[src/rtl/seq_pf_pkg.sv]
`timescale 1ns/1ps
package seq_pf_pkg;
  typedef enum logic {
    PF_ON_MISS = 1'b0,
    PF_TAGGED  = 1'b1
  } pf_mode_e;
endpackage

[src/rtl/seq_pf_trigger.sv]
`timescale 1ns/1ps
module seq_pf_trigger
  import seq_pf_pkg::*;
#(
  parameter int MAX_DEGREE = 8,
  parameter int DEG_W      = 4
) (
  input  logic             accept_i,
  input  pf_mode_e         mode_i,
  input  logic             hit_i,
  input  logic             tag_i,
  input  logic [DEG_W-1:0] degree_i,
  output logic             fire_o,
  output logic             clr_o,
  output logic [DEG_W-1:0] k_o
);
  localparam logic [DEG_W-1:0] KMax = DEG_W'(MAX_DEGREE);
  localparam logic [DEG_W-1:0] KOne = DEG_W'(1);

  logic first_use;
  assign first_use = (mode_i == PF_TAGGED) && hit_i && tag_i;

  always_comb begin
    fire_o = accept_i && (!hit_i || first_use);
    clr_o  = accept_i && first_use;
    if (mode_i == PF_ON_MISS || degree_i == '0) k_o = KOne;
    else if (degree_i > KMax)                   k_o = KMax;
    else                                        k_o = degree_i;
  end
endmodule

[src/rtl/seq_pf_burst.sv]
`timescale 1ns/1ps
module seq_pf_burst #(
  parameter int ADDR_W     = 32,
  parameter int MAX_DEGREE = 8,
  parameter int DEG_W      = 4
) (
  input  logic              clk_i,
  input  logic              rst_ni,
  input  logic              start_i,
  input  logic [ADDR_W-1:0] base_i,
  input  logic [DEG_W-1:0]  k_i,
  input  logic              present_i,
  input  logic              req_ready_i,
  output logic              busy_o,
  output logic [ADDR_W-1:0] probe_addr_o,
  output logic              req_valid_o,
  output logic [ADDR_W-1:0] req_addr_o
);
  logic              busy_q;
  logic [ADDR_W-1:0] base_q;
  logic [DEG_W-1:0]  cnt_q, k_q;
  logic [ADDR_W:0]   sum;
  logic              wrap, advance, last;

  assign sum     = {1'b0, base_q} + (ADDR_W+1)'(cnt_q);
  assign wrap    = sum[ADDR_W];
  assign last    = (cnt_q == k_q);
  // wrapped or resident candidates cost one cycle and issue nothing
  assign advance = busy_q && (wrap || present_i || req_ready_i);

  assign busy_o       = busy_q;
  assign probe_addr_o = sum[ADDR_W-1:0];
  assign req_addr_o   = sum[ADDR_W-1:0];
  assign req_valid_o  = busy_q && !wrap && !present_i;

  always_ff @(posedge clk_i or negedge rst_ni) begin
    if (!rst_ni) begin
      busy_q <= 1'b0;
      base_q <= '0;
      cnt_q  <= '0;
      k_q    <= '0;
    end else if (start_i) begin
      busy_q <= 1'b1;
      base_q <= base_i;
      cnt_q  <= DEG_W'(1);
      k_q    <= k_i;
    end else if (advance) begin
      if (last) busy_q <= 1'b0;
      else      cnt_q  <= cnt_q + DEG_W'(1);
    end
  end

  AST_REQ_NOT_PRESENT: assert property (@(posedge clk_i) disable iff (!rst_ni)
    req_valid_o |-> !present_i);
  AST_REQ_IN_WINDOW: assert property (@(posedge clk_i) disable iff (!rst_ni)
    req_valid_o |-> ((req_addr_o - base_q) != '0) &&
                    ((req_addr_o - base_q) <= ADDR_W'(k_q)));
  AST_DEGREE_RANGE: assert property (@(posedge clk_i) disable iff (!rst_ni)
    busy_q |-> (k_q >= DEG_W'(1)) && (k_q <= DEG_W'(MAX_DEGREE)));
  AST_NO_WRAP_REQ: assert property (@(posedge clk_i) disable iff (!rst_ni)
    req_valid_o |-> (req_addr_o > base_q));
  AST_BURST_ENDS: assert property (@(posedge clk_i) disable iff (!rst_ni)
    (advance && last && !start_i) |=> !busy_q);
endmodule

[src/rtl/seq_prefetch_engine.sv]
`timescale 1ns/1ps
module seq_prefetch_engine
  import seq_pf_pkg::*;
#(
  parameter int  ADDR_W     = 32,
  parameter int  MAX_DEGREE = 8,
  localparam int DegW       = $clog2(MAX_DEGREE + 1)
) (
  input  logic              clk_i,
  input  logic              rst_ni,
  input  logic              mode_i,
  input  logic [DegW-1:0]   degree_i,
  input  logic              acc_valid_i,
  output logic              acc_ready_o,
  input  logic [ADDR_W-1:0] acc_addr_i,
  input  logic              acc_hit_i,
  input  logic              acc_tag_i,
  output logic              tag_clr_o,
  output logic [ADDR_W-1:0] tag_clr_addr_o,
  output logic              probe_valid_o,
  output logic [ADDR_W-1:0] probe_addr_o,
  input  logic              probe_present_i,
  output logic              req_valid_o,
  input  logic              req_ready_i,
  output logic [ADDR_W-1:0] req_addr_o,
  output logic              fill_tag_o
);
  pf_mode_e        mode;
  logic            busy, accept, fire;
  logic [DegW-1:0] k_eff;

  assign mode           = pf_mode_e'(mode_i);
  assign acc_ready_o    = !busy;
  assign accept         = acc_valid_i && !busy;
  assign tag_clr_addr_o = acc_addr_i;
  assign probe_valid_o  = busy;
  assign fill_tag_o     = (mode == PF_TAGGED);

  seq_pf_trigger #(
    .MAX_DEGREE(MAX_DEGREE),
    .DEG_W     (DegW)
  ) u_trigger (
    .accept_i(accept),
    .mode_i  (mode),
    .hit_i   (acc_hit_i),
    .tag_i   (acc_tag_i),
    .degree_i(degree_i),
    .fire_o  (fire),
    .clr_o   (tag_clr_o),
    .k_o     (k_eff)
  );

  seq_pf_burst #(
    .ADDR_W    (ADDR_W),
    .MAX_DEGREE(MAX_DEGREE),
    .DEG_W     (DegW)
  ) u_burst (
    .clk_i       (clk_i),
    .rst_ni      (rst_ni),
    .start_i     (fire),
    .base_i      (acc_addr_i),
    .k_i         (k_eff),
    .present_i   (probe_present_i),
    .req_ready_i (req_ready_i),
    .busy_o      (busy),
    .probe_addr_o(probe_addr_o),
    .req_valid_o (req_valid_o),
    .req_addr_o  (req_addr_o)
  );

  AST_TRIGGER_STALLS: assert property (@(posedge clk_i) disable iff (!rst_ni)
    fire |=> !acc_ready_o);
  AST_CLR_NEEDS_MARKED_HIT: assert property (@(posedge clk_i) disable iff (!rst_ni)
    tag_clr_o |-> acc_hit_i && acc_tag_i && mode_i && acc_ready_o);
  AST_REQ_HELD: assert property (@(posedge clk_i) disable iff (!rst_ni)
    (req_valid_o && !req_ready_i && $stable(probe_present_i)) |=>
      req_valid_o && $stable(req_addr_o));
endmodule

[config.mk]
export PLATFORM = sky130hd
export DESIGN_NAME = seq_prefetch_engine
export DESIGN_NICKNAME = d
export VERILOG_FILES = /design/src/rtl/seq_pf_pkg.sv /design/src/rtl/seq_pf_trigger.sv /design/src/rtl/seq_pf_burst.sv /design/src/rtl/seq_prefetch_engine.sv
export SDC_FILE = /design/constraint.sdc
export NUM_CORES = 1
export LEC_CHECK = 0
export BUFFER_PORTS_ARGS = -buffer_cell sky130_fd_sc_hd__buf_2
export CAP_MARGIN = 20
export CORE_MARGIN = 2
export CORE_UTILIZATION = 45
export CTS_BUF_LIST = sky130_fd_sc_hd__clkbuf_4 sky130_fd_sc_hd__clkbuf_8 sky130_fd_sc_hd__clkbuf_16
export DETAILED_ROUTE_END_ITERATION = 8
export PLACE_DENSITY = 0.79
export SYNTH_ARGS = -nofsm -noshare
export SYNTH_HDL_FRONTEND = slang
export SYNTH_HIERARCHICAL = 1
export SYNTH_SLANG_ARGS = --single-unit
[constraint.sdc]
create_clock -name clk_i -period 4.6 [get_ports clk_i]
set_input_delay 0.69 -clock clk_i [delete_from_list [all_inputs] [get_ports clk_i]]
set_output_delay 0.69 -clock clk_i [all_outputs]
set_load 0.05 [all_outputs]
Word-level counts from Yosys, hierarchy flattened. Index checks and enable logic that the tools add are counted.

Add/sub/neg operators: 2. Multipliers: 0. Divide/modulo/power cells: 0. Order comparisons: 1. Equal/unequal tests: 2. Shift operators: 0. Muxes and demuxes: 8. Bitwise operators: 1. Reduce and logical (&&, ||, !) cells: 21.

Operators with widths (count): $add 32x4->33 (1); $mux 4 (5); $logic_and 1x1->1 (8); $add 4x1->4 const B (1); $eq 4x4->1 (1); $gt 4x4->1 const B (1); $logic_not 1->1 (4); $logic_not 4->1 (1); $logic_or 1x1->1 (4); $reduce_and 2->1 (2); $reduce_bool 2->1 (2); $mux 1 (3); $ne 2x2->1 const B (1); $not 1->1 (1).

Flip-flop bits (word level): 41. Bits in latches: 0. Bits in writable memories: 0. ROM bits: 0. Bits of input ports: 44. Word-level logic and storage cells: 39. Memories: 0.

Depth between registers and ports, before layout. Gate-level depths: netlist of run 1.

Depth in word-level cells: 6. Mapped depth: 9.

Cells and area by module. The synthesis of run 1 kept the hierarchy.

Modules (own cells, without submodules): seq_pf_burst (times used 1, cells an instance 246, area each 2610.0 sq um, sequential area each 1026.0 sq um); seq_prefetch_engine (times used 1, cells an instance 35, area each 257.7 sq um, sequential area each 0.0 sq um); seq_pf_trigger (times used 1, cells an instance 9, area each 63.8 sq um, sequential area each 0.0 sq um).

Worst setup path before layout of run 1. OpenSTA, ideal clock, no wires.

Kind: register to output. Start point: register u_burst.cnt_q[0]. End point: output port req_valid_o. Arrival: 3037 ps. Slack: 873 ps. Cell stages (with the launch flop): 8. Buffers on the path: 0. Path through: dfrtp_1 ha_1 fa_1 a211oi_1 nor3_4 nand2_1 nor3_2 a311oi_1.

Longest elaborated chain between the ends: 4.

RTL lines: start, declared (RTL line seq_pf_burst.sv:21) `logic [DEG_W-1:0] cnt_q, k_q;`; start signal, assigned (RTL line seq_pf_burst.sv:49) `else cnt_q <= cnt_q + DEG_W'(1);`; $add 32x4->33 (RTL line seq_pf_burst.sv:25) `assign sum = {1'b0, base_q} + (ADDR_W+1)'(cnt_q);`; $logic_not 1->1 (RTL line seq_pf_burst.sv:34) `assign req_valid_o = busy_q && !wrap && !present_i;`; $logic_and 1x1->1 (2 in series) (RTL line seq_pf_burst.sv:34); end, declared (RTL line seq_prefetch_engine.sv:23) `output logic req_valid_o,`.

Every way passes these cells.

Final worst setup path of run 1. Same ends and word-level chain as after synthesis.

==> flow_summary.yaml, run 1 <==
cells_and_area:
  nets: 422
  regArea_um2: 1026
  nFillCells: 611
  syn_to_final_growth_pct: 15.19
  diodes: 0
  drive_above_1_share_pct: 53.35
  multi_input_area_um2: 1384
drt:
  drt_iter0_drc: 69
  routedWlPerCell_um: 13.80
  first_pass_iters: 4
  vias: 2205
  via_per_inst: 4.900
  wl_um: 6208
  post-route-drc-count: 0
  detail-route-antenna-nets: 0
timing:
  finalCriticalPeriod_ns: 3.530
  worst-slew-pin-transition_ns: 0.9088
  finalCritPeriodShare_pct: 76.74
  slew_viol_final: 0
  finalSetupViolCount: 0
  fin_worst_skew_ns: 0.006830
  maxSlewHeadroom_pct: 39.41
  rsz0062_at_grt: "no"
  fmax_ghz: 0.2833
  hold_viol_final: 0
  fin_setup_tns_ns: 0
logic_synthesis:
  ys_top_cells_by_area: "dfrtp_1 35%, buf_4 17%, mux2_2 13%"
  yosysSeqAreaShare_pct: 35.00
  synth_cells: 290
  synth-edff-count: 0
  yosysWarnings: 6
  synthDistinctLibCells: 47
  netlist_area_um2: 2932
  syn_avg_cell_area_um2: 10.11
  yosys.area.top_type: "dfrtp_1"
  syn-num-nets: 340
  ys_seq_elements: 41
  synth_flop_cell: "dfrtp_1"
  ys_async_sr_fraction_pct: 100.0
  synth_top_area_share_pct: 35.00
clock_network:
  clockBufferDepth: 2
  cts_max_level: 2
  post_cts_resized: 0
  root_buffer: "clkbuf_8"
  cts_hold_buf: 0
  cts-buffers-inserted: 5
  clk_pin_slew_ns: 0.08
  cts_tree: "yes"
  post_cts.repair.setup_buffers: 0
  clkLatencyLatePin_ns: 0.28
  clkSinkCount: 41
setup_path:
  r2r_start: "u_burst/cnt_q[0]"
  worstPathArrival_ns: 2.84
  required_ns: 3.91
  critPathLaunch: "u_burst/cnt_q[0]"
  crit_path_start_kind: "flip-flop"
  critPathCaptureType: "primary output"
  crit_fanout: 7
  worstSetupPathType: "reg -> out"
die:
  die_w_um: 84.71
  start_util_pct: 46.43
  dieArea_um2: 7176
  design.core.area_um2: 6314
  pin_count: 145
  num_rows: 29
  dieHeight_um: 84.71
grt:
  gr-total-overflow: 0
  grt_pass1_wl_um: 10130
  grtUsageMet3_pct: 2.852
  antenna_found_initial: 0
  grt_pass1_vias: 2147
  grt_busiest_layer: "met2"
  grtUsageMet1_pct: 21.97
  grt_use_total_pct: 17.32
  grt_max_degree: 42
  grtUsageMet2_pct: 29.99
job:
  drv_cap: 0
status:
  status: "completed"
place:
  dpl.hpwl_um: 4922
  io_buffer_count: 144
  gp_congestion: 0.7817
hold_path:
  worstHoldStart: "u_burst/base_q[0]"
  hold_class: "reg -> reg"
## Yosys cell counts, types with 3 or more instances
cell / n
a21oi_1: 4
nand4_1: 4
nand3_1: 9
nor2b_1: 4
o21ai_0: 4
nand2_1: 22
nor2_1: 16
nor3_1: 3
dfrtp_1: 41
clkbuf_1: 3
inv_1: 6
buf_4: 65
xnor2_1: 22
and3b_1: 3
mux2_2: 33
ha_1: 5
xor2_1: 13
## metrics by stage
stage | cell area, um2 | hold slack [ns] | cells | worst slack (ns) | util [%]
global route | 3377 | 0.5509 | 450 | 0.8442 | 53.49
detailed placement | 3257 | 0.5141 | 442 | 1.385 | 51.59
finish | 3377 | 0.5235 | 450 | 1.070 | 53.49
CTS | 3377 | 0.5299 | 450 | 1.046 | 53.49
floorplan | 2932 | 0.3944 | 290 | 0.8731 | -
global placement | 3257 | 0.5003 | 442 | 1.435 | 51.59
## cell usage in the layout, fill, tap and decap left out, types with 6 or more instances in the layout
cell type	instances
nor2_1	16
xor2_1	13
buf_2	144
nand2_1	22
clkbuf_8	6
dfrtp_1	41
inv_1	6
xnor2_1	22
mux2_2	33
nand3_1	9
## cells by family after synthesis
logic type | count (synthesis) | share of synthesized area (%)
simple gates | 78 | 15.37
buf+inv | 76 | 18.05
xor+xnor | 35 | 10.46
compound gates | 19 | 4.909
flops | 41 | 35.00
mux | 35 | 13.40
fa+ha+maj | 6 | 2.817
## worst max-delay path, cell delays in order (launching register included)
cell,delay [ns]
dfrtp_1,0.45
ha_1,0.24
fa_1,0.42
a211oi_1,0.41
nor3_4,0.13
nand2_1,0.12
nor3_2,0.06
a311oi_1,0.39
buf_2,0.34
## per-layer routing
metal | up-vias | share of wire, %
li1 | 1079 | -
met1 | 1043 | 42
met2 | 77 | 52
met3 | 6 | 5.6
met4 | 0 | 1.3
met5 | - | 0
## path summary, 6_finish.rpt
path / end / slack [ns] / cells after the start
max: req_valid_o / 1.07 / 8
min: u_burst/base_q[0] / 0.52 / 1
max reg2reg: u_burst/busy_o / 2.10 / 8
min reg2reg: u_burst/base_q[0] / 0.52 / 1
max in group asynchronous: u_burst/base_q[23] / 3.50 / 1
min in group asynchronous: u_burst/base_q[8] / 0.53 / 1
## registers in the layout (all words and copies together), names as in the netlist
signal,count
u_burst/busy_o,1
u_burst/cnt_q,4
u_burst/k_q,4
u_burst/base_q,32
## layout make-up
cell class	instances	area share (%)
Tap cell	77	2.853
Timing Repair Buffer	145	21.56
Sequential cell	41	30.38
Multi-Input combinational cell	173	40.98
Inverter	6	0.6669
Clock buffer	7	2.668
Clock inverter	1	0.8892
Power of run 1 is not shown: default switching activity piles up to over one toggle a cycle in this logic, so the estimate is an artifact.
==> run 2, diff against run 1 <==
Clock period 4.6 ns to 3.5 ns, I/O delays scaled along.
==> flow_summary.yaml, run 2 (synthesized netlist as in run 1, its figures left out) <==
status:
  status: "completed"
clock_network:
  cts_hold_buf: 0
  clockBufferDepth: 2
  cts-buffers-inserted: 5
  cts_max_level: 2
  clk_pin_slew_ns: 0.08
  root_buffer: "clkbuf_8"
  cts_tree: "yes"
  clkSinkCount: 41
  clkLatencyLatePin_ns: 0.29
  post_cts.repair.setup_buffers: 0
  post_cts_resized: 0
timing:
  finalCritPeriodShare_pct: 93.19
  finalCriticalPeriod_ns: 3.262
  fmax_ghz: 0.3066
  maxSlewHeadroom_pct: 39.80
  slew_viol_final: 0
  hold_viol_final: 0
  fin_worst_skew_ns: 0.004689
  fin_ws_ns: 0.2382
  finalSetupViolCount: 0
  fin_setup_tns_ns: 0
  worst-slew-pin-transition_ns: 0.9031
  rsz0062_at_grt: "no"
cells_and_area:
  regMostFlops: "u_burst/base_q"
  final_common_cell: "buf_2"
  reg_top3: "u_burst/base_q x32, u_burst/cnt_q x4, u_burst/k_q x4"
  syn_to_final_growth_pct: 14.77
  drive_above_1_share_pct: 53.62
  largest_register_ffs: 32
  nFillCells: 584
  nets: 422
  final_cell_mix: "144 x buf_2, 41 x dfrtp_1, 33 x mux2_2"
  diodes: 0
setup_path:
  crit_path_end: "req_valid_o"
  cpPeakStageDelay_ns: 0.44
  worstSetupPathType: "reg -> out"
  r2r_start: "u_burst/cnt_q[0]"
  path_buf_inv: 1
  path_cells: "ha_1 > fa_1 > a211oi_1 > nor3_4 > nand2_1 > nor3_2 > a311oi_2 > buf_2"
  crit_cells: 8
  critPathCaptureType: "primary output"
  r2r_slack_ns: 1.02
  required_ns: 2.97
  critPathTopFamily: "compound AO/OA/AOI/OAI gates"
  crit_path_start_kind: "flip-flop"
  r2r_cells: 8
  critPathLaunch: "u_burst/cnt_q[0]"
  crit_fanout: 7
  cpMaxStageDelayCell: "dfrtp_1"
  worstPathArrival_ns: 2.74
  reg2reg_to: "u_burst/cnt_q[3]"
die:
  design.core.area_um2: 6314
  pin_count: 145
  dieHeight_um: 84.71
  die_w_um: 84.71
  start_util_pct: 46.43
  num_rows: 29
  dieArea_um2: 7176
drt:
  via_per_inst: 4.889
  wl_um: 5803
  detail-route-antenna-nets: 0
  drt_iter0_drc: 58
  first_pass_iters: 4
  post-route-drc-count: 0
  routedWlPerCell_um: 12.90
  vias: 2200
grt:
  gr-total-overflow: 0
  grt_max_degree: 46
  grt_use_total_pct: 16.88
  grt_pass1_wl_um: 9784
  antenna_found_initial: 0
  grt_pass1_vias: 2132
place:
  pre_cts_ws_ns: 0.5170
  gp_congestion: 0.7906
  io_buffer_count: 144
  dpl.hpwl_um: 4590
job:
  drv_cap: 0
hold_path:
  hold_class: "in -> async"
run 2: cell types whose count changed in the layout (fill, tap and decap cells not counted), sizes merged:
| cell | previous run | this run |
|---|---|---|
| clkinv | 0 | 1 |
| bufinv | 1 | 0 |
run 2: metal layers:
metal,track usage [%],wire length (um),vias up
met2,29.35,2963,76
met5,0,0,-
met3,3.540,339,7
li1,-,-,1079
met4,5.916,82,0
met1,20.72,2418,1038
run 2: cell type report:
cell class                      count  area, um2  share of cell area [%]
Timing Repair Buffer              145      728.2                   21.64
Multi-Input combinational cell    173       1390                   41.32
Tap cell                           77      96.34                   2.864
Clock inverter                      1      5.005                  0.1488
Sequential cell                    41       1026                   30.49
Inverter                            6      22.52                  0.6694
Clock buffer                        7      96.34                   2.864
run 2: worst min-delay path by stage:
stage / end / slack (ns) / cells after the start
2_1_floorplan: u_burst/base_q[0] / 0.23 / 0
3_3_place_gp: u_burst/base_q[3] / 0.50 / 1
3_5_place_dp: u_burst/k_q[3] / 0.52 / 1
4_1_cts: u_burst/base_q[8] / 0.41 / 1
5_1_grt: u_burst/base_q[6] / 0.46 / 1
6_report: u_burst/base_q[6] / 0.36 / 1
run 2: metrics by stage:
stage	std cells	util [%]	hold WS [ns]	area, um2
2_1_floorplan	290	-	0.2294	2938
3_3_place_gp	442	51.68	0.5014	3263
3_5_place_dp	442	51.68	0.5180	3263
4_1_cts	450	53.29	0.4140	3364
5_1_grt	450	53.29	0.4588	3364
6_report	450	53.29	0.3621	3364
Power of run 2 is left out for the same reason.
==> run 3, diff against run 2 <==
Settings changed: GPL_TIMING_DRIVEN set to 0, SKIP_LAST_GASP set to 1.
==> flow_summary.yaml, run 3 (synthesized netlist as in run 1, its figures left out) <==
job:
  drv_cap: 0
clock_network:
  clkSinkCount: 41
  root_buffer: "clkbuf_8"
  clkLatencyLatePin_ns: 0.28
  cts-buffers-inserted: 5
  clockBufferDepth: 2
  clk_pin_slew_ns: 0.07
  cts_hold_buf: 0
  cts_tree: "yes"
  cts_max_level: 2
setup_path:
  worstSetupPathType: "reg -> out"
  critPathTopFamily: "simple AND/OR/NAND/NOR gates"
  critPathCaptureType: "primary output"
  r2r_start: "u_burst/cnt_q[0]"
  crit_fanout: 7
  worstPathArrival_ns: 2.79
  path_cells: "ha_1 > nor2b_1 > a41o_1 > nand3_2 > nor3_1 > xor2_1 > buf_4 > buf_2"
  cpMaxStageDelayCell: "dfrtp_1"
  crit_path_start_kind: "flip-flop"
  critPathLaunch: "u_burst/cnt_q[2]"
  path_buf_inv: 2
  required_ns: 2.97
  cpPeakStageDelay_ns: 0.44
die:
  pin_count: 145
  design.core.area_um2: 6314
  num_rows: 29
  start_util_pct: 46.43
  dieHeight_um: 84.71
  dieArea_um2: 7176
  die_w_um: 84.71
cells_and_area:
  syn_to_final_growth_pct: 32.01
  final_common_cell: "buf_2"
  reg_top3: "u_burst/base_q x32, u_burst/cnt_q x4, u_burst/k_q x4"
  nets: 492
  regMostFlops: "u_burst/base_q"
  diodes: 0
  final_cell_mix: "144 x buf_2, 66 x buf_4, 40 x dfrtp_1"
  drive_above_1_share_pct: 60.41
  largest_register_ffs: 32
hold_path:
  hold_class: "in -> async"
grt:
  gr-total-overflow: 0
  grt_max_degree: 42
  grt_pass1_wl_um: 10520
  antenna_found_initial: 0
  grt_use_total_pct: 18.00
  grt_pass1_vias: 2310
timing:
  fin_setup_tns_ns: 0
  fmax_ghz: 0.3019
  rsz0062_at_grt: "no"
  worst-slew-pin-transition_ns: 0.9290
  hold_viol_final: 0
  maxSlewHeadroom_pct: 38.06
  fin_worst_skew_ns: 0.006691
  finalCriticalPeriod_ns: 3.312
  slew_viol_final: 0
  hold_ws_ns: 0.3684
  finalCritPeriodShare_pct: 94.64
  finalSetupViolCount: 0
drt:
  wl_um: 6528
  via_per_inst: 4.744
  first_pass_iters: 5
  detail-route-antenna-nets: 0
  post-route-drc-count: 0
  vias: 2462
  drt_iter0_drc: 66
  routedWlPerCell_um: 12.58
place:
  dpl.hpwl_um: 5262
  gp_congestion: 0.7449
  io_buffer_count: 144
status:
  status: "completed"
[run 3: cell count changes in the layout (fill, tap and decap cells not counted), sizes merged]
cell,previous run,this run
clkinv,1,0
clkbuf,7,10
buf,145,212
[run 3: final cells by class]
| type | count | area (um2) |
|---|---|---|
| tap | 77 | 96.34 |
| inverter | 6 | 22.52 |
| fill | 586 | 2444 |
| sequential | 41 | 1027 |
| timing repair buffer | 145 | 728.2 |
| clock buffer | 7 | 90.09 |
| buffer | 70 | 506.7 |
| multi-input combinational | 173 | 1399 |
[run 3: final timing paths]
kind	slack [ns]	cells after the start	end
setup / recovery	0.19	8	req_addr_o[29]
hold / removal	0.37	1	u_burst/base_q[6]
setup reg to reg	1.11	8	u_burst/cnt_q[3]
hold reg to reg	0.52	1	u_burst/base_q[3]
max in group asynchronous	2.47	1	u_burst/cnt_q[0]
min in group clk_i	0.47	3	u_burst/base_q[24]
[run 3: metrics by stage]
stage | instance area [um2] | util, % | cells | worst slack (ns)
finish | 3870 | 61.30 | 519 | 0.1878
floorplan | 2938 | - | 290 | 0.07072
CTS | 3850 | 60.98 | 518 | 0.02668
detailed placement | 3755 | 59.47 | 511 | 0.2950
global route | 3870 | 61.30 | 519 | 0.01558
global placement | 3755 | 59.47 | 511 | 0.3923
[run 3: layer usage]
metal | vias to the layer above | part of all wire, % | GRT usage, %
li1 | 1219 | - | -
met4 | 0 | 0.52 | 4.762
met3 | 2 | 4.6 | 2.557
met5 | - | 0 | 0
met2 | 75 | 53 | 33.07
met1 | 1166 | 41 | 22.00
[run 3: what timing repair did]
item                                    CTS  global route
endpoints found under the hold margin     0             0
pin swaps                                 0             1
gates resized for setup                   1             3
endpoints found under the setup margin    2             9
setup buffers                             0             1
Power of run 3 is left out for the same reason.
